### config.mk
export PLATFORM = sky130hd
export DESIGN_NAME = trim_link_seq
export DESIGN_NICKNAME = d
export VERILOG_FILES = /design/src/rtl/trim_seq_pkg.sv /design/src/rtl/trim_phase_timer.sv /design/src/rtl/trim_step_tally.sv /design/src/rtl/trim_link_seq.sv
export SDC_FILE = /design/constraint.sdc
export NUM_CORES = 1
export LEC_CHECK = 0
export BUFFER_PORTS_ARGS = -buffer_cell sky130_fd_sc_hd__buf_2
export CAP_MARGIN = 15
export CORE_UTILIZATION = 50
export DETAILED_ROUTE_END_ITERATION = 7
export HOLD_SLACK_MARGIN = 0.05
export PLACE_DENSITY = 0.67
export REMOVE_ABC_BUFFERS = 1
export SETUP_SLACK_MARGIN = 0.5
export SLEW_MARGIN = 25
export SYNTH_ARGS = -nofsm -noshare
export SYNTH_HDL_FRONTEND = slang
export SYNTH_SLANG_ARGS = --single-unit
export TNS_END_PERCENT = 100
### constraint.sdc
create_clock -name clk -period 3.6 [get_ports clk]
set_clock_uncertainty 0.05 [all_clocks]
set_input_delay 0 -clock clk [delete_from_list [all_inputs] [get_ports clk]]
set_output_delay 0 -clock clk [all_outputs]
set_load 0.05 [all_outputs]
### src/rtl/trim_seq_pkg.sv
package trim_seq_pkg;

    typedef enum logic [2:0] {
        PH_IDLE,
        PH_ARM,
        PH_LEAD,
        PH_LOW,
        PH_HIGH,
        PH_TAIL,
        PH_HOLD
    } trim_phase_e;

    function automatic int unsigned max_u(input int unsigned a, input int unsigned b);
        return (a > b) ? a : b;
    endfunction

endpackage

### src/rtl/trim_phase_timer.sv
module trim_phase_timer #(
    parameter int unsigned CW = 8
) (
    input  logic          clk,
    input  logic          rst_n,
    input  logic          load,
    input  logic [CW-1:0] load_val,
    output logic          expired
);

    logic [CW-1:0] cnt_d, cnt_q;

    always_comb begin
        cnt_d = cnt_q;
        if (load) begin
            cnt_d = load_val;
        end else if (cnt_q != '0) begin
            cnt_d = cnt_q - 1'b1;
        end
    end

    always_ff @(posedge clk or negedge rst_n) begin
        if (!rst_n) begin
            cnt_q <= '0;
        end else begin
            cnt_q <= cnt_d;
        end
    end

    assign expired = (cnt_q == '0);

endmodule

### src/rtl/trim_step_tally.sv
module trim_step_tally #(
    parameter int unsigned SW = 7
) (
    input  logic          clk,
    input  logic          rst_n,
    input  logic          load,
    input  logic [SW-1:0] load_val,
    input  logic          dec,
    output logic          last,
    output logic          none
);

    logic [SW-1:0] left_d, left_q;

    always_comb begin
        left_d = left_q;
        if (load) begin
            left_d = load_val;
        end else if (dec && (left_q != '0)) begin
            left_d = left_q - 1'b1;
        end
    end

    always_ff @(posedge clk or negedge rst_n) begin
        if (!rst_n) begin
            left_q <= '0;
        end else begin
            left_q <= left_d;
        end
    end

    assign last = (left_q == SW'(1));
    assign none = (left_q == '0);

endmodule

### src/rtl/trim_link_seq.sv
module trim_link_seq
    import trim_seq_pkg::*;
#(
    parameter int unsigned STEP_W          = 7,
    parameter int unsigned SEL_SETUP_CYC   = 5,
    parameter int unsigned DIR_SETUP_CYC   = 50,
    parameter int unsigned DIR_HOLD_CYC    = 5,
    parameter int unsigned LOW_CYC         = 50,
    parameter int unsigned HIGH_CYC        = 50,
    parameter int unsigned DESEL_SETUP_CYC = 50,
    parameter int unsigned STORE_HOLD_CYC  = 1_000_000,
    parameter int unsigned SKIP_HOLD_CYC   = 50
) (
    input  logic              clk,
    input  logic              rst_n,
    input  logic              cmd_valid,
    output logic              cmd_ready,
    input  logic [STEP_W-1:0] cmd_steps,
    input  logic              cmd_up,
    input  logic              cmd_commit,
    output logic              sel_n,
    output logic              pulse_n,
    output logic              dir_up,
    output logic              done
);

    // Lead-in covers both select setup and direction setup; the tail covers
    // the deselect setup and the direction hold before the next command.
    localparam int unsigned LEAD_CYC = max_u(SEL_SETUP_CYC, DIR_SETUP_CYC);
    localparam int unsigned TAIL_CYC = max_u(DESEL_SETUP_CYC, DIR_HOLD_CYC);
    localparam int unsigned LONGEST  = max_u(max_u(max_u(LEAD_CYC, TAIL_CYC),
                                                   max_u(LOW_CYC, HIGH_CYC)),
                                             max_u(max_u(STORE_HOLD_CYC, SKIP_HOLD_CYC),
                                                   SEL_SETUP_CYC));
    localparam int unsigned CW = $clog2(LONGEST + 1);

    localparam logic [CW-1:0] ARM_LD   = CW'(SEL_SETUP_CYC - 1);
    localparam logic [CW-1:0] LEAD_LD  = CW'(LEAD_CYC - 1);
    localparam logic [CW-1:0] LOW_LD   = CW'(LOW_CYC - 1);
    localparam logic [CW-1:0] HIGH_LD  = CW'(HIGH_CYC - 1);
    localparam logic [CW-1:0] TAIL_LD  = CW'(TAIL_CYC - 1);
    localparam logic [CW-1:0] STORE_LD = CW'(STORE_HOLD_CYC - 1);
    localparam logic [CW-1:0] SKIP_LD  = CW'(SKIP_HOLD_CYC - 1);

    typedef struct packed {
        trim_phase_e phase;
        logic        sel_n;
        logic        pulse_n;
        logic        dir;
        logic        commit;
        logic        done;
    } seq_st_t;

    localparam seq_st_t ST_RESET = '{
        phase:   PH_IDLE,
        sel_n:   1'b1,
        pulse_n: 1'b1,
        dir:     1'b0,
        commit:  1'b0,
        done:    1'b0
    };

    seq_st_t st_d, st_q;

    logic          tmr_load;
    logic [CW-1:0] tmr_val;
    logic          tmr_expired;
    logic          tly_load;
    logic          tly_dec;
    logic          tly_last;
    logic          tly_none;

    trim_phase_timer #(
        .CW (CW)
    ) u_timer (
        .clk      (clk),
        .rst_n    (rst_n),
        .load     (tmr_load),
        .load_val (tmr_val),
        .expired  (tmr_expired)
    );

    trim_step_tally #(
        .SW (STEP_W)
    ) u_tally (
        .clk      (clk),
        .rst_n    (rst_n),
        .load     (tly_load),
        .load_val (cmd_steps),
        .dec      (tly_dec),
        .last     (tly_last),
        .none     (tly_none)
    );

    always_comb begin
        st_d      = st_q;
        st_d.done = 1'b0;
        tmr_load  = 1'b0;
        tmr_val   = '0;
        tly_load  = 1'b0;
        tly_dec   = 1'b0;

        unique case (st_q.phase)
            PH_IDLE: begin
                st_d.sel_n   = 1'b1;
                st_d.pulse_n = 1'b1;
                if (cmd_valid) begin
                    st_d.dir    = cmd_up;
                    st_d.commit = cmd_commit;
                    tly_load    = 1'b1;
                    tmr_load    = 1'b1;
                    if ((cmd_steps == '0) && !cmd_commit) begin
                        // park the line low while still deselected
                        st_d.phase   = PH_ARM;
                        st_d.pulse_n = 1'b0;
                        tmr_val      = ARM_LD;
                    end else begin
                        st_d.phase = PH_LEAD;
                        st_d.sel_n = 1'b0;
                        tmr_val    = LEAD_LD;
                    end
                end
            end

            PH_ARM: begin
                if (tmr_expired) begin
                    st_d.phase = PH_LEAD;
                    st_d.sel_n = 1'b0;
                    tmr_load   = 1'b1;
                    tmr_val    = LEAD_LD;
                end
            end

            PH_LEAD: begin
                if (tmr_expired) begin
                    tmr_load = 1'b1;
                    if (!tly_none) begin
                        st_d.phase   = PH_LOW;
                        st_d.pulse_n = 1'b0;
                        tmr_val      = LOW_LD;
                    end else begin
                        st_d.phase = PH_TAIL;
                        tmr_val    = TAIL_LD;
                    end
                end
            end

            PH_LOW: begin
                if (tmr_expired) begin
                    tly_dec  = 1'b1;
                    tmr_load = 1'b1;
                    if (tly_last && !st_q.commit) begin
                        // discard: final low phase runs on into the tail
                        st_d.phase = PH_TAIL;
                        tmr_val    = TAIL_LD;
                    end else begin
                        st_d.phase   = PH_HIGH;
                        st_d.pulse_n = 1'b1;
                        tmr_val      = HIGH_LD;
                    end
                end
            end

            PH_HIGH: begin
                if (tmr_expired) begin
                    tmr_load = 1'b1;
                    if (!tly_none) begin
                        st_d.phase   = PH_LOW;
                        st_d.pulse_n = 1'b0;
                        tmr_val      = LOW_LD;
                    end else begin
                        st_d.phase = PH_TAIL;
                        tmr_val    = TAIL_LD;
                    end
                end
            end

            PH_TAIL: begin
                if (tmr_expired) begin
                    st_d.phase = PH_HOLD;
                    st_d.sel_n = 1'b1;
                    tmr_load   = 1'b1;
                    tmr_val    = st_q.commit ? STORE_LD : SKIP_LD;
                end
            end

            PH_HOLD: begin
                if (tmr_expired) begin
                    st_d.phase   = PH_IDLE;
                    st_d.pulse_n = 1'b1;
                    st_d.done    = 1'b1;
                end
            end

            default: begin
                st_d = ST_RESET;
            end
        endcase
    end

    always_ff @(posedge clk or negedge rst_n) begin
        if (!rst_n) begin
            st_q <= ST_RESET;
        end else begin
            st_q <= st_d;
        end
    end

    assign cmd_ready = (st_q.phase == PH_IDLE);
    assign sel_n     = st_q.sel_n;
    assign pulse_n   = st_q.pulse_n;
    assign dir_up    = st_q.dir;
    assign done      = st_q.done;

endmodule

==> out/summary.txt, run 1 <==
number of global-route vias before repair - 1758
diodes inserted - 0
worst slack, placed - 0.831 ns
PostCTS Resize Cnt - 0
Worst Setup Path Type - reg -> reg
I/O Buffers - 16
area delta synth->final - 14.9%
commonest non-fill, non-tap cell in the layout - dfrtp_1
antenna viol nets, final - 0
Critical Path Max Stage Delay - 0.69 ns
post-synth top area share - 0.383
Bufs on Longest Clock Path - 2
Worst path slowest cell - or4_1
Initial Util - 0.531
yosys warns - 0
Seq/Total Area, Yosys - 0.407
Horiz. Die Dim - 67.7 um
Async S/R FF share, synth - 1.00
Flop pwr share - 0.518
CP Launch Point - u_timer.cnt_q[4]
Logic pwr share - 0.230
CTS tree - yes
DRC Markers - 0
internal power - 0.738 mW
final wirelength - 4810 um
Startpoint Class - register
Clk network pwr share - 0.252
worst vdd ir - 0.200 mV
Leakage - 0.973 nW
largest net degree at the start of global routing - 36
TritonCTS Buffers - 5
Worst Tran Pin Value - 0.779 ns
max_cap viols - 0
DR WL/cell - 15.0 um
count of cell types in the netlist - 49
Netlist Area Pre-Place - 2160 um^2
setup bufs post-CTS - 0
PD cells - 439 nW/um^2
Clk pin slew, worst setup/hold paths - 0.07 ns
antenna violations before repair - 0
via density per instance - 5.81
switching power - 0.349 mW
arrival time worst endpoint - 2.95 ns
Syn Inst Count - 243
clk_lat worst skew - 0.29 ns
sw frac - 0.321
ys flop type - dfrtp_1
syn_area_per_cell - 8.87 um^2
EDFF count, synth - 0
Rows - 23
worst r2r src - u_timer.cnt_q[4]
Root Driver - clkbuf_8
RSZ-0062 raised after global routing - no
CP endpoint kind - register
placed cell count - 301
grt ovf - 0
gr usage total - 0.236
final worst-path cycle share - 0.777
most frequent cells in the layout - dfrtp_1, nand2_1, o21ai_0, nor2_1, buf_2
Yosys reg bits - 35
first-pass GRT wire length - 8000 um
DR vias - 1864
die area - 4580 um^2
nets - 287
data required time of the worst path - 3.75 ns
H-tree depth - 2
final worst slack - 0.802 ns
non-filler cells, final - 321
violation count after the first detailed-routing iteration - 105
largest cells by area after synthesis - dfrtp_1, o21ai_0, xnor2_1
RD Place Congestion - 0.863
Power, Total - 1.09 mW
core area - 4060 um^2
Hold Path Origin - cmd_valid
die height - 67.7 um
CP Cell Sequence - or4_4, or4_1, nor2_2, nand4_1, o211ai_1
hold crit path type - in -> reg
layout cells sized above 1 - 0.148
fmax - 0.357 GHz
post-route setup TNS - 0 ns
Synth area leader - dfrtp_1
post-detail-place hpwl - 3350 um
outcome - complete, no violations
TritonRoute pass-1 iters - 4
Setup violations, final - 0
I/O pins - 17
max-slew violations - 0
Max FO, Critical Path - 10
final hold vios - 0
# clock sinks - 35
CTS Hold Bufs - 12
relative slew slack - 0.481
Min Clock Period, post-route - 2.80 ns
per-layer routing:
metal / part of all wire / GRT usage / up-vias
li1: - / - / 939
met1: 0.48 / 0.306 / 884
met2: 0.48 / 0.391 / 30
met3: 0.025 / 0.0456 / 11
met4: 0.018 / 0.0718 / 0
met5: 0 / 0 / -
registers in the layout, summed over array words and instances, names as in the netlist:
| register | cells |
|---|---|
| pulse_n | 1 |
| dir_up | 1 |
| u_timer.cnt_q | 20 |
| u_tally.left_q | 7 |
| done | 1 |
| sel_n | 1 |
| st_q | 4 |
cells by family (layout without fill, tap and decap cells):
logic type      Yosys count  count (layout)  synth area share
fa+ha+maj                 5               5            0.0290
simple gates             98              98             0.245
xor+xnor                 18              18            0.0731
compound gates           61              61             0.178
flops                    35              35             0.407
buf+inv                  20              48            0.0395
mux                       6               6            0.0284
cell usage after synthesis (3+ instances only):
master and n:
or4_4 3, or3_1 7, a21oi_1 11, dfrtp_1 33
or4_1 4, xnor2_1 12, xor2_1 6, nor4_1 14
a211oi_1 4, ha_1 5, o21ai_1 3, nor2_1 21
inv_1 9, mux2i_1 5, o211ai_1 4, a221oi_1 3
clkbuf_1 7, nor3_1 6, nand2_1 23, nand3_1 3
nand2b_1 4, o21ai_0 21
worst paths after layout:
path	to	slack, ns	depth (start not counted)
max	u_timer.cnt_q[2]	0.80	5
min	st_q[5]	0.15	3
max reg2reg	u_timer.cnt_q[2]	0.80	5
min reg2reg	pulse_n	0.43	2
max in group asynchronous	st_q[7]	2.72	2
min in group asynchronous	u_timer.cnt_q[12]	0.29	2
worst max-delay path: cells and delay by family (launching register included):
family	cells	cell delay [ns]
AOI/OAI and AO/OA	1	0.21
DFF	1	0.42
and+or+nand+nor	4	2.02
stage by stage:
step	utilization	instance area, um^2	hold slack [ns]
6_report	0.610	2480	0.151
5_1_grt	0.610	2480	0.203
4_1_cts	0.610	2480	0.150
3_5_place_dp	0.561	2280	0.0657
3_3_place_gp	0.561	2280	0.0657
2_1_floorplan	-	2100	-0.346
power groups by stage:
stage | registers [mW] | logic, mW | clock network (mW)
5_1_grt | 0.577 | 0.282 | 0.298
4_1_cts | 0.564 | 0.250 | 0.283
6_report | 0.564 | 0.250 | 0.274
2_1_floorplan | 0.548 | 0.190 | 0
3_5_place_dp | 0.571 | 0.239 | 0
3_3_place_gp | 0.567 | 0.238 | 0
cell type report:
cell class / instances / area, um^2
fillers: 368 / 1580
multi-input cells: 188 / 1200
flip-flops and latches: 35 / 878
repair buffers: 31 / 223
clock buffers: 8 / 80.1
well taps: 50 / 62.6
inverters: 9 / 33.8
Note: power is estimated with default switching activity, not from simulation.
==> run 2: changes to the inputs <==
ABC_AREA = 1   (was not set)
PLACE_DENSITY = 0.7   (was 0.67)
clock period = 2.4 ns   (was 3.6 ns; I/O delays follow)
==> out/summary.txt, run 2 <==
outcome - complete, no violations
RSZ-0062 raised after global routing - no
CP endpoint kind - register
Post-Synth XOR/XNOR Area - 0.0626
post-detail-place hpwl - 3990 um
DR WL/cell - 13.3 um
Startpoint Class - register
post-synth top area share - 0.347
Worst Tran Pin Value - 0.777 ns
layout cells sized above 1 - 0.174
compound-gate portion of the synthesized area - 0.0589
yosys warns - 0
number of global-route vias before repair - 2111
gr usage total - 0.232
Seq/Total Area, Yosys - 0.369
Root Driver - clkbuf_8
most frequent cells in the layout - nand2_1, nor2_1, dfrtp_1
Setup violations, final - 0
area delta synth->final - 15.3%
top cells by count, synth - nand2_1, nor2_1, dfrtp_1
post-synthesis mux area share - 0
Horiz. Die Dim - 71.0 um
PD cells - 1450 nW/um^2
Critical Path Max Stage Delay - 0.38 ns
non-filler cells, final - 414
top cell family by delay on the critical path - simple AND/OR/NAND/NOR gates
Leakage - 1.37 nW
hold crit path type - in -> reg
first-pass GRT wire length - 9070 um
DR vias - 2168
# clock sinks - 35
antenna viol nets, final - 0
Worst path slowest cell - dfrtp_1
final wirelength - 5510 um
antenna violations before repair - 0
Min Clock Period, post-route - 1.78 ns
largest registers - u_timer.cnt_q x20, u_tally.left_q x7, st_q x4
relative slew slack - 0.482
H-tree depth - 2
Netlist Area Pre-Place - 2380 um^2
CP Cell Sequence - inv_1, ha_1, nand2_1, nor2_4, nand4_1, nand2_4, buf_4, nor3_1
syn_area_per_cell - 7.23 um^2
most numerous cell in the Yosys netlist - nand2_1
Rows - 24
largest family of logic cells by synthesized area - simple AND/OR/NAND/NOR gates
CTS tree - yes
DRC Markers - 0
Max FO, Critical Path - 7
Synth area leader - dfrtp_1
Syn Inst Count - 329
Async S/R FF share, synth - 1.00
TritonCTS Buffers - 5
adder-cell share of the synthesized area - 0.0263
Initial Util - 0.531
post-route setup TNS - 0 ns
Power, Total - 3.97 mW
I/O Buffers - 16
die height - 71.0 um
final hold vios - 0
diodes inserted - 0
final worst-path cycle share - 0.743
RD Place Congestion - 0.916
Worst Setup Path Type - reg -> reg
ys flop type - dfrtp_1
largest cells by area after synthesis - dfrtp_1, nand2_1, nor2_1
nets - 378
Filler cells - 421
worst vdd ir - 0.733 mV
TritonRoute pass-1 iters - 4
EDFF count, synth - 0
data required time of the worst path - 2.53 ns
clk_lat worst skew - 0.29 ns
max-slew violations - 0
violation count after the first detailed-routing iteration - 122
Clk pin slew, worst setup/hold paths - 0.07 ns
arrival time worst endpoint - 1.91 ns
I/O pins - 17
fmax - 0.561 GHz
Yosys reg bits - 35
Largest register FFs - 20
max_cap viols - 0
commonest non-fill, non-tap cell in the layout - nand2_1
Bufs on Longest Clock Path - 2
core area - 4470 um^2
Crit path buffers/inverters - 2
die area - 5030 um^2
count of cell types in the netlist - 32
placed cell count - 395
Post-Synth Simple-Gate Area - 0.418
grt ovf - 0
Biggest register - u_timer.cnt_q
via density per instance - 5.24
largest net degree at the start of global routing - 36
setup bufs post-CTS - 0
==> run 2: cell count changes in the layout (fill, tap and decap cells not counted), moves of 5 or more <==
cell     delta
nor2_4      +7
o21ai_0    -11
nand3_1    +17
nor2_2      +9
or3_1       -7
nor4_1     -13
inv_1      +21
nand2_1    +73
nor3_2      +6
mux2i_1     -5
nor2_1     +26
==> run 2: where the power goes <==
| part | switching (mW) | total, mW | internal [mW] |
|---|---|---|---|
| Sequential | 0.254 | 1.12 | 0.861 |
| Combinational | 1.60 | 2.41 | 0.808 |
| Clock | 0.216 | 0.448 | 0.232 |
==> run 2: worst min-delay path, stage by stage <==
cell and delay (ns):
buf_2 0.12, nand2_4 0.14, nand3_1 0.13, nand3_1 0.07
==> run 2: cells by family (layout without fill, tap and decap cells) <==
group / after synthesis / after routing
AND/OR/NAND/NOR: 207 / 208
buffers and inverters: 38 / 70
flip-flops: 35 / 35
AO/OA/AOI/OAI: 27 / 27
XOR/XNOR: 17 / 17
adder cells (fa/ha/maj): 5 / 5
==> run 2: through the flow <==
stage / utilization / hold WS (ns) / setup WS (ns) / area, um^2
finish: 0.612 / 0.158 / 0.618 / 2740
global route: 0.612 / 0.185 / 0.505 / 2740
CTS: 0.603 / 0.175 / 0.508 / 2700
detailed placement: 0.561 / 0.0778 / 0.528 / 2510
global placement: 0.561 / 0.0759 / 0.561 / 2510
floorplan: - / -0.346 / 0.474 / 2360
==> run 2: final cells by class <==
cell class	instances	area (um^2)	share of cell area
clock inverters	1	5.00	0.00183
clock buffers	7	86.3	0.0315
repair buffers	27	188	0.0685
flip-flops and latches	35	878	0.321
inverters	35	135	0.0493
well taps	52	65.1	0.0237
multi-input cells	257	1380	0.505
==> run 2: per-layer routing <==
layer / track usage / up-vias / part of all wire
met5: 0 / - / 0
met4: 0.122 / 0 / 0.021
met3: 0.0413 / 13 / 0.041
met2: 0.388 / 49 / 0.48
met1: 0.286 / 995 / 0.46
li1: - / 1111 / -
==> run 2: final timing paths <==
kind                                  start                 to  slack, ns  depth (start not counted)
setup / recovery           u_timer.cnt_q[0]  u_timer.cnt_q[13]       0.62                          8
hold / removal                    cmd_valid  u_tally.left_q[4]       0.16                          4
setup reg to reg           u_timer.cnt_q[0]  u_timer.cnt_q[13]       0.62                          8
hold reg to reg            u_timer.cnt_q[0]   u_timer.cnt_q[0]       0.44                          2
max in group asynchronous             rst_n               done       1.53                          2
min in group asynchronous             rst_n   u_timer.cnt_q[7]       0.28                          2
==> run 2: what timing repair did <==
item                                    4_1_cts  5_1_grt
resized for setup                             0       11
hold buffers                                 10        0
endpoints found under the hold margin        42        0
endpoints found under the setup margin        0       21
==> run 3: changes to the inputs <==
ABC_AREA = 0   (was 1)
PLACE_DENSITY = 0.67   (was 0.7)
clock period = 1.8 ns   (was 2.4 ns; I/O delays follow)
==> out/summary.txt, run 3 (synthesis results as in run 1) <==
outcome - finished, violations left
failing checks - negative setup slack
area delta synth->final - 66.5%
Rows - 23
Largest register FFs - 20
final worst-path cycle share - 1.40
final worst slack - -0.711 ns
I/O pins - 17
# clock sinks - 35
Area after DPL - 2790 um^2
die area - 4580 um^2
Worst Tran Pin Value - 0.812 ns
most frequent cells in the layout - buf_4, dfrtp_1, buf_6
data required time of the worst path - 1.97 ns
layout cells sized above 1 - 0.490
placed cell count - 369
DR WL/cell - 21.2 um
worst vdd ir - 0.576 mV
via density per instance - 6.24
number of global-route vias before repair - 2485
Horiz. Die Dim - 67.7 um
TritonRoute pass-1 iters - 6
H-tree depth - 2
Clk pin slew, worst setup/hold paths - 0.07 ns
DRC Markers - 0
post-detail-place hpwl - 4110 um
RD Place Congestion - 0.904
GR peak layer - met2
arrival time worst endpoint - 2.68 ns
gr usage total - 0.360
CTS tree - yes
largest registers - u_timer.cnt_q x20, u_tally.left_q x7, st_q x4
post-route cell area - 3590 um^2
nets - 373
PD cells - 885 nW/um^2
Worst Setup Path Type - reg -> reg
die height - 67.7 um
core area - 4060 um^2
met1 Use GR - 0.413
Leakage - 1.56 nW
antenna viol nets, final - 0
first-pass GRT wire length - 11700 um
Max FO, Critical Path - 5
grt ovf - 0
worst slack, placed - -0.758 ns
I/O Buffers - 16
met3 Resource Use GR - 0.0726
Setup violations, final - 33
relative slew slack - 0.459
Root Driver - clkbuf_8
final wirelength - 8640 um
largest net degree at the start of global routing - 36
CP endpoint kind - register
max_cap viols - 0
fmax - 0.398 GHz
commonest non-fill, non-tap cell in the layout - buf_4
DR vias - 2538
grt met2 use - 0.616
violation count after the first detailed-routing iteration - 196
clk_lat worst skew - 0.30 ns
Initial Util - 0.531
Startpoint Class - register
TritonCTS Buffers - 5
hold crit path type - in -> reg
non-filler cells, final - 407
Min Clock Period, post-route - 2.51 ns
Bufs on Longest Clock Path - 2
antenna violations before repair - 0
RSZ-0062 raised after global routing - yes
max-slew violations - 0
Filler cells - 185
diodes inserted - 0
final hold vios - 0
Biggest register - u_timer.cnt_q
==> run 3: cell count changes in the layout (fill, tap and decap cells not counted), moves of 9 or more <==
cell	previous run	this run
nor2_2	10	1
nand2_1	96	20
buf_4	1	61
nand3_1	20	2
o21ai_2	0	12
inv_1	30	9
buf_6	0	26
nor2_1	47	19
==> run 3: worst paths after layout <==
kind                                           to  cells past startpoint             start  slack [ns]
min in group asynchronous       u_timer.cnt_q[11]                      2             rst_n        0.28
worst max register to register  u_tally.left_q[2]                      6  u_timer.cnt_q[9]       -0.71
worst min register to register            pulse_n                      2           pulse_n        0.44
worst max-delay path            u_tally.left_q[2]                      6  u_timer.cnt_q[9]       -0.71
max in group asynchronous        u_timer.cnt_q[2]                      2             rst_n        0.91
worst min-delay path             u_timer.cnt_q[2]                      4      cmd_steps[2]        0.12
==> run 3: power by group <==
part / leakage (nW) / switching, mW / total (mW) / internal [mW]
sequential: 0.408 / 0.125 / 1.07 / 0.950
clock: 0.0422 / 0.308 / 0.579 / 0.272
combinational: 1.11 / 0.678 / 1.52 / 0.843
==> run 3: layout make-up <==
| class | instances | area (um^2) | area share |
|---|---|---|---|
| flip-flops and latches | 35 | 878 | 0.245 |
| clock buffers | 7 | 76.3 | 0.0213 |
| multi-input cells | 188 | 1530 | 0.427 |
| repair buffers | 117 | 1000 | 0.279 |
| inverters | 9 | 33.8 | 0.00941 |
| well taps | 50 | 62.6 | 0.0174 |
| clock inverters | 1 | 5.00 | 0.00139 |
==> run 3: stage by stage <==
| step | utilization | hold WS [ns] | power, mW | setup TNS (ns) |
|---|---|---|---|---|
| CTS | 0.833 | 0.0478 | 2.91 | -16.18 |
| detailed placement | 0.687 | 0.0777 | 1.96 | -19.66 |
| global route | 0.884 | 0.154 | 3.28 | -18.91 |
| floorplan | - | -0.346 | 1.48 | -31.68 |
| global placement | 0.687 | 0.0709 | 1.94 | -18.85 |
| finish | 0.884 | 0.120 | 3.18 | -17.58 |
==> run 3: routing by layer <==
| layer | vias to the layer above | wire length [um] |
|---|---|---|
| li1 | 1112 | - |
| met1 | 1246 | 3360 |
| met2 | 136 | 4340 |
| met3 | 44 | 533 |
| met4 | 0 | 400 |
| met5 | - | 0 |
==> run 3: what timing repair did <==
action	4_1_cts	5_1_grt
setup buffers	11	7
pin swaps	27	27
hold buffers	11	0
gates resized for setup	81	34
endpoints found under the hold margin	43	0
setup endpoints to repair	36	36
cloned	1	0
==> run 3: critical path, stage by stage (launching register included) <==
cell	delay, ns
dfrtp_1	0.38
or3_4	0.41
buf_6	0.13
or4_4	0.58
or4_4	0.58
xor2_1	0.15
o21ai_1	0.15
